[config.mk]
export PLATFORM = sky130hd
export DESIGN_NAME = sdr_bank_ctrl
export DESIGN_NICKNAME = d
export VERILOG_FILES = /design/src/rtl/sdr_bank_pkg.sv /design/src/rtl/sdr_dn_counter.sv /design/src/rtl/sdr_bank_decide.sv /design/src/rtl/sdr_read_model.sv /design/src/rtl/sdr_bank_ctrl.sv
export SDC_FILE = /design/constraint.sdc
export NUM_CORES = 1
export LEC_CHECK = 0
export ABC_AREA = 1
export BUFFER_PORTS_ARGS = -buffer_cell sky130_fd_sc_hd__buf_2
export CAP_MARGIN = 10
export CORE_MARGIN = 2
export CORE_UTILIZATION = 43
export DETAILED_ROUTE_END_ITERATION = 8
export GPL_ROUTABILITY_DRIVEN = 1
export PLACE_DENSITY_LB_ADDON = 0.2
export SYNTH_ARGS = -nofsm -noshare
export SYNTH_HDL_FRONTEND = slang
export SYNTH_HIERARCHICAL = 1
export SYNTH_SLANG_ARGS = --single-unit
[constraint.sdc]
create_clock -name clk -period 3.5 [get_ports clk]
set_input_delay 0.525 -clock clk [delete_from_list [all_inputs] [get_ports clk]]
set_output_delay 0.525 -clock clk [all_outputs]
set_load 0.05 [all_outputs]
[src/rtl/sdr_bank_pkg.sv]
package sdr_bank_pkg;

  typedef enum logic [1:0] {
    OP_ACT = 2'd0,
    OP_RD  = 2'd1,
    OP_PRE = 2'd2,
    OP_BAD = 2'd3
  } op_e;

  typedef enum logic [2:0] {
    CMD_NOP = 3'd0,
    CMD_ACT = 3'd1,
    CMD_RD  = 3'd2,
    CMD_RDA = 3'd3,
    CMD_PRE = 3'd4
  } cmd_e;

  // Minimum spacing from a read to a following read or precharge.
  localparam int unsigned RD_SPACING = 2;

  // Number of clock-wide data pairs in one burst.
  function automatic int unsigned pairs_of(input int unsigned bl);
    return bl / 2;
  endfunction

  // Pipeline tap that launches data: CL-1 stages after the command register.
  function automatic int unsigned tap_of(input logic cl3);
    return cl3 ? 2 : 1;
  endfunction

endpackage

[src/rtl/sdr_dn_counter.sv]
module sdr_dn_counter #(
  parameter int W = 4
) (
  input  logic         clk,
  input  logic         rst_n,
  input  logic         load,
  input  logic [W-1:0] load_val,
  output logic         zero
);
  logic [W-1:0] cnt;

  always_ff @(posedge clk) begin
    if (!rst_n)          cnt <= '0;
    else if (load)       cnt <= load_val;
    else if (cnt != '0)  cnt <= cnt - 1'b1;
  end

  assign zero = (cnt == '0);
endmodule

[src/rtl/sdr_bank_decide.sv]
module sdr_bank_decide
  import sdr_bank_pkg::*;
(
  input  op_e  op,
  input  logic row_open,
  input  logic ap_pend,
  input  logic tras_zero,
  input  logic trp_zero,
  input  logic gap_zero,
  output logic can_issue,
  output logic reject
);
  always_comb begin
    can_issue = 1'b0;
    reject    = 1'b0;
    unique case (op)
      OP_ACT: if (!ap_pend) begin
        if (row_open) reject    = 1'b1;
        else          can_issue = trp_zero;
      end
      OP_RD: if (!ap_pend) begin
        if (!row_open) reject    = 1'b1;
        else           can_issue = gap_zero;
      end
      OP_PRE: if (!ap_pend) begin
        can_issue = row_open ? (tras_zero && gap_zero) : 1'b1;
      end
      default: reject = 1'b1;
    endcase
  end
endmodule

[src/rtl/sdr_read_model.sv]
module sdr_read_model
  import sdr_bank_pkg::*;
#(
  parameter int COL_W = 10,
  parameter int BL    = 8
) (
  input  logic             clk,
  input  logic             rst_n,
  input  logic             cas3,
  input  logic             rd_launch,
  input  logic [COL_W-1:0] rd_col_in,
  input  logic             pre_evt,
  output logic             rd_valid,
  output logic [COL_W-1:0] rd_col
);
  localparam int PAIRS  = pairs_of(BL);
  localparam int PAIR_W = $clog2(PAIRS + 1);
  localparam int DEPTH  = 3;

  logic [DEPTH-1:0] l_vld;
  logic [DEPTH-1:0] p_vld;
  logic [COL_W-1:0] l_col [DEPTH];

  always_ff @(posedge clk) begin
    if (!rst_n) begin
      l_vld[0] <= 1'b0;
      p_vld[0] <= 1'b0;
      l_col[0] <= '0;
    end else begin
      l_vld[0] <= rd_launch;
      p_vld[0] <= pre_evt;
      l_col[0] <= rd_col_in;
    end
  end

  for (genvar g = 1; g < DEPTH; g++) begin : g_stage
    always_ff @(posedge clk) begin
      if (!rst_n) begin
        l_vld[g] <= 1'b0;
        p_vld[g] <= 1'b0;
        l_col[g] <= '0;
      end else begin
        l_vld[g] <= l_vld[g-1];
        p_vld[g] <= p_vld[g-1];
        l_col[g] <= l_col[g-1];
      end
    end
  end

  logic             start, kill;
  logic [COL_W-1:0] start_col;
  logic [PAIR_W-1:0] left;
  logic [COL_W-1:0] col_q;

  always_comb begin
    int unsigned t;
    t         = tap_of(cas3);
    start     = l_vld[t];
    kill      = p_vld[t];
    start_col = l_col[t];
  end

  always_ff @(posedge clk) begin
    if (!rst_n) begin
      left  <= '0;
      col_q <= '0;
    end else if (start) begin
      left  <= PAIR_W'(PAIRS);
      col_q <= start_col;
    end else if (kill) begin
      left  <= '0;
    end else if (left != '0) begin
      left  <= left - 1'b1;
      col_q <= col_q + COL_W'(2);
    end
  end

  assign rd_valid = (left != '0);
  assign rd_col   = col_q;
endmodule

[src/rtl/sdr_bank_ctrl.sv]
module sdr_bank_ctrl
  import sdr_bank_pkg::*;
#(
  parameter int TRAS  = 7,
  parameter int TRP   = 3,
  parameter int BL    = 8,
  parameter int ROW_W = 13,
  parameter int COL_W = 10,
  parameter int AW    = (ROW_W > COL_W) ? ROW_W : COL_W
) (
  input  logic             clk,
  input  logic             rst_n,
  input  logic             cas3,
  input  logic             req_valid,
  output logic             req_ready,
  input  logic [1:0]       req_op,
  input  logic             req_ap,
  input  logic [AW-1:0]    req_addr,
  output logic [2:0]       cmd_code,
  output logic [AW-1:0]    cmd_addr,
  output logic             err_pulse,
  output logic             rd_valid,
  output logic [COL_W-1:0] rd_col
);
  localparam int PAIRS  = pairs_of(BL);
  localparam int TRAS_W = $clog2(TRAS + 1);
  localparam int TRP_W  = $clog2(TRP + 1);
  localparam int AP_W   = $clog2(PAIRS + 1);
  localparam int GAP_W  = 2;

  op_e  op;
  logic row_open, ap_pend;
  logic tras_zero, trp_zero, gap_zero, ap_zero;
  logic can_issue, reject;

  // Named internal events, used by the logic and the bound checker.
  logic issue, rej, act_go, rd_go, rd_ap_go, pre_go, ap_fire;

  assign op = op_e'(req_op);

  sdr_bank_decide u_decide (
    .op        (op),
    .row_open  (row_open),
    .ap_pend   (ap_pend),
    .tras_zero (tras_zero),
    .trp_zero  (trp_zero),
    .gap_zero  (gap_zero),
    .can_issue (can_issue),
    .reject    (reject)
  );

  assign req_ready = can_issue | reject;
  assign issue     = req_valid & can_issue;
  assign rej       = req_valid & reject;
  assign act_go    = issue & (op == OP_ACT);
  assign rd_go     = issue & (op == OP_RD);
  assign rd_ap_go  = rd_go & req_ap;
  assign pre_go    = issue & (op == OP_PRE);
  assign ap_fire   = ap_pend & ap_zero & tras_zero;

  sdr_dn_counter #(.W(TRAS_W)) u_tras (
    .clk(clk), .rst_n(rst_n), .load(act_go),
    .load_val(TRAS_W'(TRAS - 1)), .zero(tras_zero));

  sdr_dn_counter #(.W(TRP_W)) u_trp (
    .clk(clk), .rst_n(rst_n), .load(pre_go | ap_fire),
    .load_val(TRP_W'(TRP - 1)), .zero(trp_zero));

  sdr_dn_counter #(.W(GAP_W)) u_gap (
    .clk(clk), .rst_n(rst_n), .load(rd_go),
    .load_val(GAP_W'(RD_SPACING - 1)), .zero(gap_zero));

  sdr_dn_counter #(.W(AP_W)) u_ap (
    .clk(clk), .rst_n(rst_n), .load(rd_ap_go),
    .load_val(AP_W'(PAIRS - 1)), .zero(ap_zero));

  always_ff @(posedge clk) begin
    if (!rst_n) begin
      row_open <= 1'b0;
      ap_pend  <= 1'b0;
    end else begin
      if (act_go)                row_open <= 1'b1;
      else if (pre_go | ap_fire) row_open <= 1'b0;
      if (rd_ap_go)              ap_pend  <= 1'b1;
      else if (ap_fire)          ap_pend  <= 1'b0;
    end
  end

  cmd_e cmd_d;
  always_comb begin
    cmd_d = CMD_NOP;
    if (act_go)        cmd_d = CMD_ACT;
    else if (rd_go)    cmd_d = req_ap ? CMD_RDA : CMD_RD;
    else if (pre_go)   cmd_d = CMD_PRE;
  end

  always_ff @(posedge clk) begin
    if (!rst_n) begin
      cmd_code  <= CMD_NOP;
      cmd_addr  <= '0;
      err_pulse <= 1'b0;
    end else begin
      cmd_code  <= cmd_d;
      cmd_addr  <= (act_go | rd_go) ? req_addr : '0;
      err_pulse <= rej;
    end
  end

  sdr_read_model #(.COL_W(COL_W), .BL(BL)) u_rdm (
    .clk       (clk),
    .rst_n     (rst_n),
    .cas3      (cas3),
    .rd_launch (rd_go),
    .rd_col_in (req_addr[COL_W-1:0]),
    .pre_evt   (pre_go | ap_fire),
    .rd_valid  (rd_valid),
    .rd_col    (rd_col)
  );
endmodule

# Word level (Yosys, flattened, before mapping)
# Memory sizes are Yosys's and may differ from the RTL's.
# Cells that the tools add are included.
# word_totals
reg_bits,48
mem_bits_rw,30
word_cells,119
n_memories,1
# op_classes
add_sub_neg,6
n_lt_le_gt_ge,1
eq_ne,3
n_mux,44
n_bitwise,15
n_reduce_logical,26
# memory_table
name,words,word_bits,rd,rd_ports_with_merged_regs,wr,line,source
u_rdm.l_col,3,10,3,0,3,sdr_read_model.sv:22,logic [COL_W-1:0] l_col [DEPTH];
# ops
cell,n
$mux 10,6
$lt 32x3->1 const B,1
$mux 1,22
$mux 3,7
$reduce_bool 2->1,9
$reduce_bool 3->1,4
$add 10x2->10 const B,1
$mux 2,5
$sub 3x1->3 const B,3
$and 1x1->1,8
$reduce_or 2->1,4
$logic_not 2->1,3
$logic_not 3->1,2
$or 1x1->1,6
$pmux 1 s3,2
$bmux 1 s2,2
$reduce_and 2->1,2
$sub 2x1->2 const B,2
$reduce_or 3->1,1
$eq 2x1->1 const B,1
$eq 2x2->1 const B,1
$ne 2x1->1 const B,1
$logic_and 1x1->1,1
$not 1->1,1

# Logic depth before layout (Yosys ltp)
# logic_depth
depth_word,10
mapped_depth,17
mapped_depth_nobuf,17

# Modules after synthesis
# The synthesis kept the hierarchy.
# by_module_without_submodules
mod,n_inst,cells_each,area_each_um2
sdr_read_model,1,283,1990.7
sdr_bank_ctrl,1,75,655.6
sdr_dn_counter (u_ap ...),2,29,200.2
sdr_dn_counter (u_gap ...),2,16,110.1
sdr_bank_decide,1,21,87.6

# Worst setup path after synthesis
# No wires, ideal clock.
# synth_path
path_kind,register -> output
start,register u_tras.cnt[0]
end,output port req_ready
arrival_time_ps,1345
required_time_ps,2975
slack_ps,1630
path_stages_with_launch,10
cell_sequence,dfxtp_1 > inv_1 > ha_1 > inv_1 > nor2_1 > nand2_1 > nand2_1 > nand3_1 > nand3_1 > or2_2
# synth_via
elab_chain_len,6
# synth_rtl
element,line,source
start: declaration,sdr_dn_counter.sv:10,logic [W-1:0] cnt;
start signal: assignment,sdr_dn_counter.sv:14,else if (load) cnt <= load_val;
start signal: assignment,sdr_dn_counter.sv:15,else if (cnt != '0) cnt <= cnt - 1'b1;
$logic_not 3->1,sdr_dn_counter.sv:18,assign zero = (cnt == '0);
net tras_zero,sdr_bank_ctrl.sv:33,"logic tras_zero, trp_zero, gap_zero, ap_zero;"
$logic_and 1x1->1,sdr_bank_decide.sv:26,can_issue = row_open ? (tras_zero && gap_zero) : 1'b1;
$mux 1,sdr_bank_decide.sv:26,
$mux 1,sdr_bank_decide.sv:25,OP_PRE: if (!ap_pend) begin
$pmux 1 s3,sdr_bank_decide.sv:16,unique case (op)
net can_issue,sdr_bank_ctrl.sv:34,"logic can_issue, reject;"
$or 1x1->1,sdr_bank_ctrl.sv:52,assign req_ready = can_issue | reject;
end: declaration,sdr_bank_ctrl.sv:15,"output logic req_ready,"
# The timed path passes the listed nets, and every way through them passes these cells.

# Worst setup path in the final report
# Same ends and word-level chain as after synthesis.

==> flow_metrics.env <==
export IMPL_status="finished, final reports clean"
export IMPL_cts_path_max_buffers=2
export IMPL_synth_area_leaders="dfxtp_1 (47%), nand2_1 (14%), inv_1 (12%)"
export IMPL_numPortBuffers=48
export IMPL_drtIter0Drc=124
export IMPL_routed_wl_um=5870
export IMPL_cts_tree="yes"
export IMPL_finalNonFillerCells=634
export IMPL_num_vias=2697
export IMPL_wl_per_cell_um=9.26
export IMPL_seq_area_sq_um=1560
export IMPL_leakage_nw=2.17
export IMPL_yosysUniqueCellTypes=29
export IMPL_post_cts_buffers=0
export IMPL_synth_warnings=6
export IMPL_slowest_delay_ns=0.35
export IMPL_grt_total_usage_pct=15.1
export IMPL_fp_row_count=32
export IMPL_fmax_ghz=0.419
export IMPL_irDropWorstVdd_uv=269
export IMPL_slew_headroom_pct=38.2
export IMPL_final_setup_tns_ns=0
export IMPL_postRouteAntennaNets=0
export IMPL_die_area_sq_um=8520
export IMPL_grt_pass1_wl_um=10500
export IMPL_overflow=0
export IMPL_insertion_delay_ns=0.34
export IMPL_skew_ns=0.00874
export IMPL_worst_slew_pin_slew_ns=0.927
export IMPL_fillerInstances=775
export IMPL_rsz0062_at_grt="no"
export IMPL_fin_ws_ns=1.11
export IMPL_finalNetCount=557
export IMPL_seq_area_frac_synth_pct=46.5
export IMPL_cp_max_fo=3
export IMPL_drv_slew=0
export IMPL_drt_pass1_iter_count=5
export IMPL_startpoint_type="flop"
export IMPL_numCtsBuffers=9
export IMPL_dp_final_hpwl_um=4220
export IMPL_antenna_found_initial=0
export IMPL_critPathBufInv=3
export IMPL_yosys_area_top_type="dfxtp_1"
export IMPL_hold_class="in -> reg"
export IMPL_ys_flop_type="dfxtp_1"
export IMPL_cts_root_buf="clkbuf_8"
export IMPL_cts_resized=0
export IMPL_power_density_nw_per_um2=643
export IMPL_netlist_area_sq_um=3350
export IMPL_synth_cells=469
export IMPL_path_clk_slew_ns=0.08
export IMPL_postLayoutCoreUtil_pct=51.3
export IMPL_avgSynthCellArea_sq_um=7.15
export IMPL_area_delta_synth_final_pct=17.0
export IMPL_synth_edff_count=0
export IMPL_core_region_area_sq_um=7650
export IMPL_multi_input_area_sq_um=1380
export IMPL_cp_data_arrival_time_ns=1.86
export IMPL_setup_viol=0
export IMPL_post_place_ws_ns=1.45
export IMPL_synth_most_common_cell="nand2_1"
export IMPL_grt_max_degree=54
export IMPL_power_w=0.00252
export IMPL_synth_seq_cells=78
export IMPL_place_congestion=0.795
export IMPL_grt_pass1_vias=2537
export IMPL_drv_cap=0
export IMPL_placedCellCount=618
export IMPL_die_h_um=92.3
export IMPL_ctsHoldBuffers=0
export IMPL_path_class="reg -> out"
export IMPL_start_util_pct=43.9
export IMPL_cp_top_family="simple AND/OR/NAND/NOR gates"
export IMPL_cp_slowest_cell="dfxtp_1"
export IMPL_async_reset_ff_share_pct=0
export IMPL_drive_gt1_share_pct=17.3
export IMPL_die_w_um=92.3
export IMPL_crit_required_ns=2.97
export IMPL_h_tree_depth=3
export IMPL_clock_sinks=78
export IMPL_via_per_inst=4.25
export IMPL_num_io_pins=49
export IMPL_fin_crit_ns=2.39
export IMPL_fin_crit_sh_pct=68.2
export IMPL_crit_chain="inv_1 > ha_1 > inv_1 > nor2_1 > nand2_1 > nand2_1 > nand3_1 > nand3_1 > or2_2 > buf_2"
export IMPL_synth_top_cell_area_share_pct=46.5
export IMPL_hold_viol=0
export IMPL_insertedDiodeCount=0
export IMPL_drc=0
export IMPL_synth_common_cells="nand2_1 (124), inv_1 (103), dfxtp_1 (78)"
export IMPL_crit_path_end_kind="output pin"
registers in the layout (all words and copies together), names as in the netlist:
| signal | cells |
|---|---|
| cmd_addr | 13 |
| ap_pend | 1 |
| u_gap/cnt | 2 |
| u_rdm/l_col | 30 |
| u_rdm/l_vld | 3 |
| u_ap/cnt | 3 |
| row_open | 1 |
| u_rdm/rd_col | 10 |
| u_rdm/left | 3 |
| u_tras/cnt | 3 |
| err_pulse | 1 |
| u_trp/cnt | 2 |
| cmd_code | 3 |
| u_rdm/p_vld | 3 |
worst register-to-register path, cell delays in order (launching register included):
cell	delay, ns
dfxtp_1	0.33
inv_1	0.08
ha_1	0.20
inv_1	0.05
nor2_1	0.15
nand2_1	0.07
nand2_1	0.06
nand3_1	0.06
nand3_1	0.10
nand2_2	0.09
nor2_4	0.15
nand3_1	0.14
inv_1	0.17
inv_2	0.07
nand3_2	0.10
o21ai_0	0.08
nor2_1	0.14
power by group:
part	internal (W)	leakage (nW)	switching, W
Sequential	0.000988	0.638	0.0000639
Clock	0.000375	0.110	0.000322
Combinational	0.000262	1.43	0.000512
Total	0.00162	2.17	0.000898
routing by layer:
metal / GRT usage (%) / up-vias / routed length, um
met4: 7.84 / 0 / 102
met1: 19.8 / 1140 / 3000
met2: 23.5 / 57 / 2510
met5: 0 / - / 0
li1: - / 1491 / -
met3: 3.09 / 9 / 258
final cells by class:
cell class	instances	area share (%)
Inverter	107	10.2
Tap cell	102	3.25
Sequential cell	78	39.8
Timing Repair Buffer	48	6.12
Clock buffer	11	3.86
Clock inverter	5	1.66
Multi-Input combinational cell	283	35.1
layout by cell type, fill, tap and decap left out, types with 11 or more instances in the layout:
cell type / n
clkbuf_8: 11
dfxtp_1: 78
nand2_1: 124
inv_1: 103
a21oi_1: 21
buf_2: 48
nor2_1: 39
o21ai_0: 19
nand3_1: 22
worst paths after layout:
| check | from | to | slack (ns) | cells past startpoint |
|---|---|---|---|---|
| setup reg to reg | u_tras/cnt[0]$_SDFFE_PN0P_ | u_ap/cnt[1]$_SDFFE_PN0P_ | 1.41 | 16 |
| hold / removal | req_addr[1] | u_rdm/l_col[0][1]$_SDFF_PN0_ | 0.38 | 3 |
| hold reg to reg | u_rdm/l_col[0][2]$_SDFF_PN0_ | u_rdm/l_col[1][2]$_SDFF_PN0_ | 0.41 | 2 |
| setup / recovery | u_tras/cnt[0]$_SDFFE_PN0P_ | req_ready | 1.11 | 10 |
kinds of logic (layout without fill, tap and decap cells):
family / count (synthesis) / after routing / share of synthesized area (%)
fa+ha+maj: 10 / 10 / 3.73
flops: 78 / 78 / 46.5
buf+inv: 116 / 171 / 13.3
xor+xnor: 2 / 2 / 0.522
simple gates: 214 / 214 / 27.9
other cells: 2 / 10 / 0.224
compound gates: 47 / 47 / 7.80
stage by stage:
step                hold WS, ns  instance area (sq um)
floorplan                 0.390                   3380
global placement          0.396                   3710
detailed placement        0.395                   3710
CTS                       0.359                   3920
global route              0.368                   3920
finish                    0.382                   3920
Power figures use the tool's default switching activity.
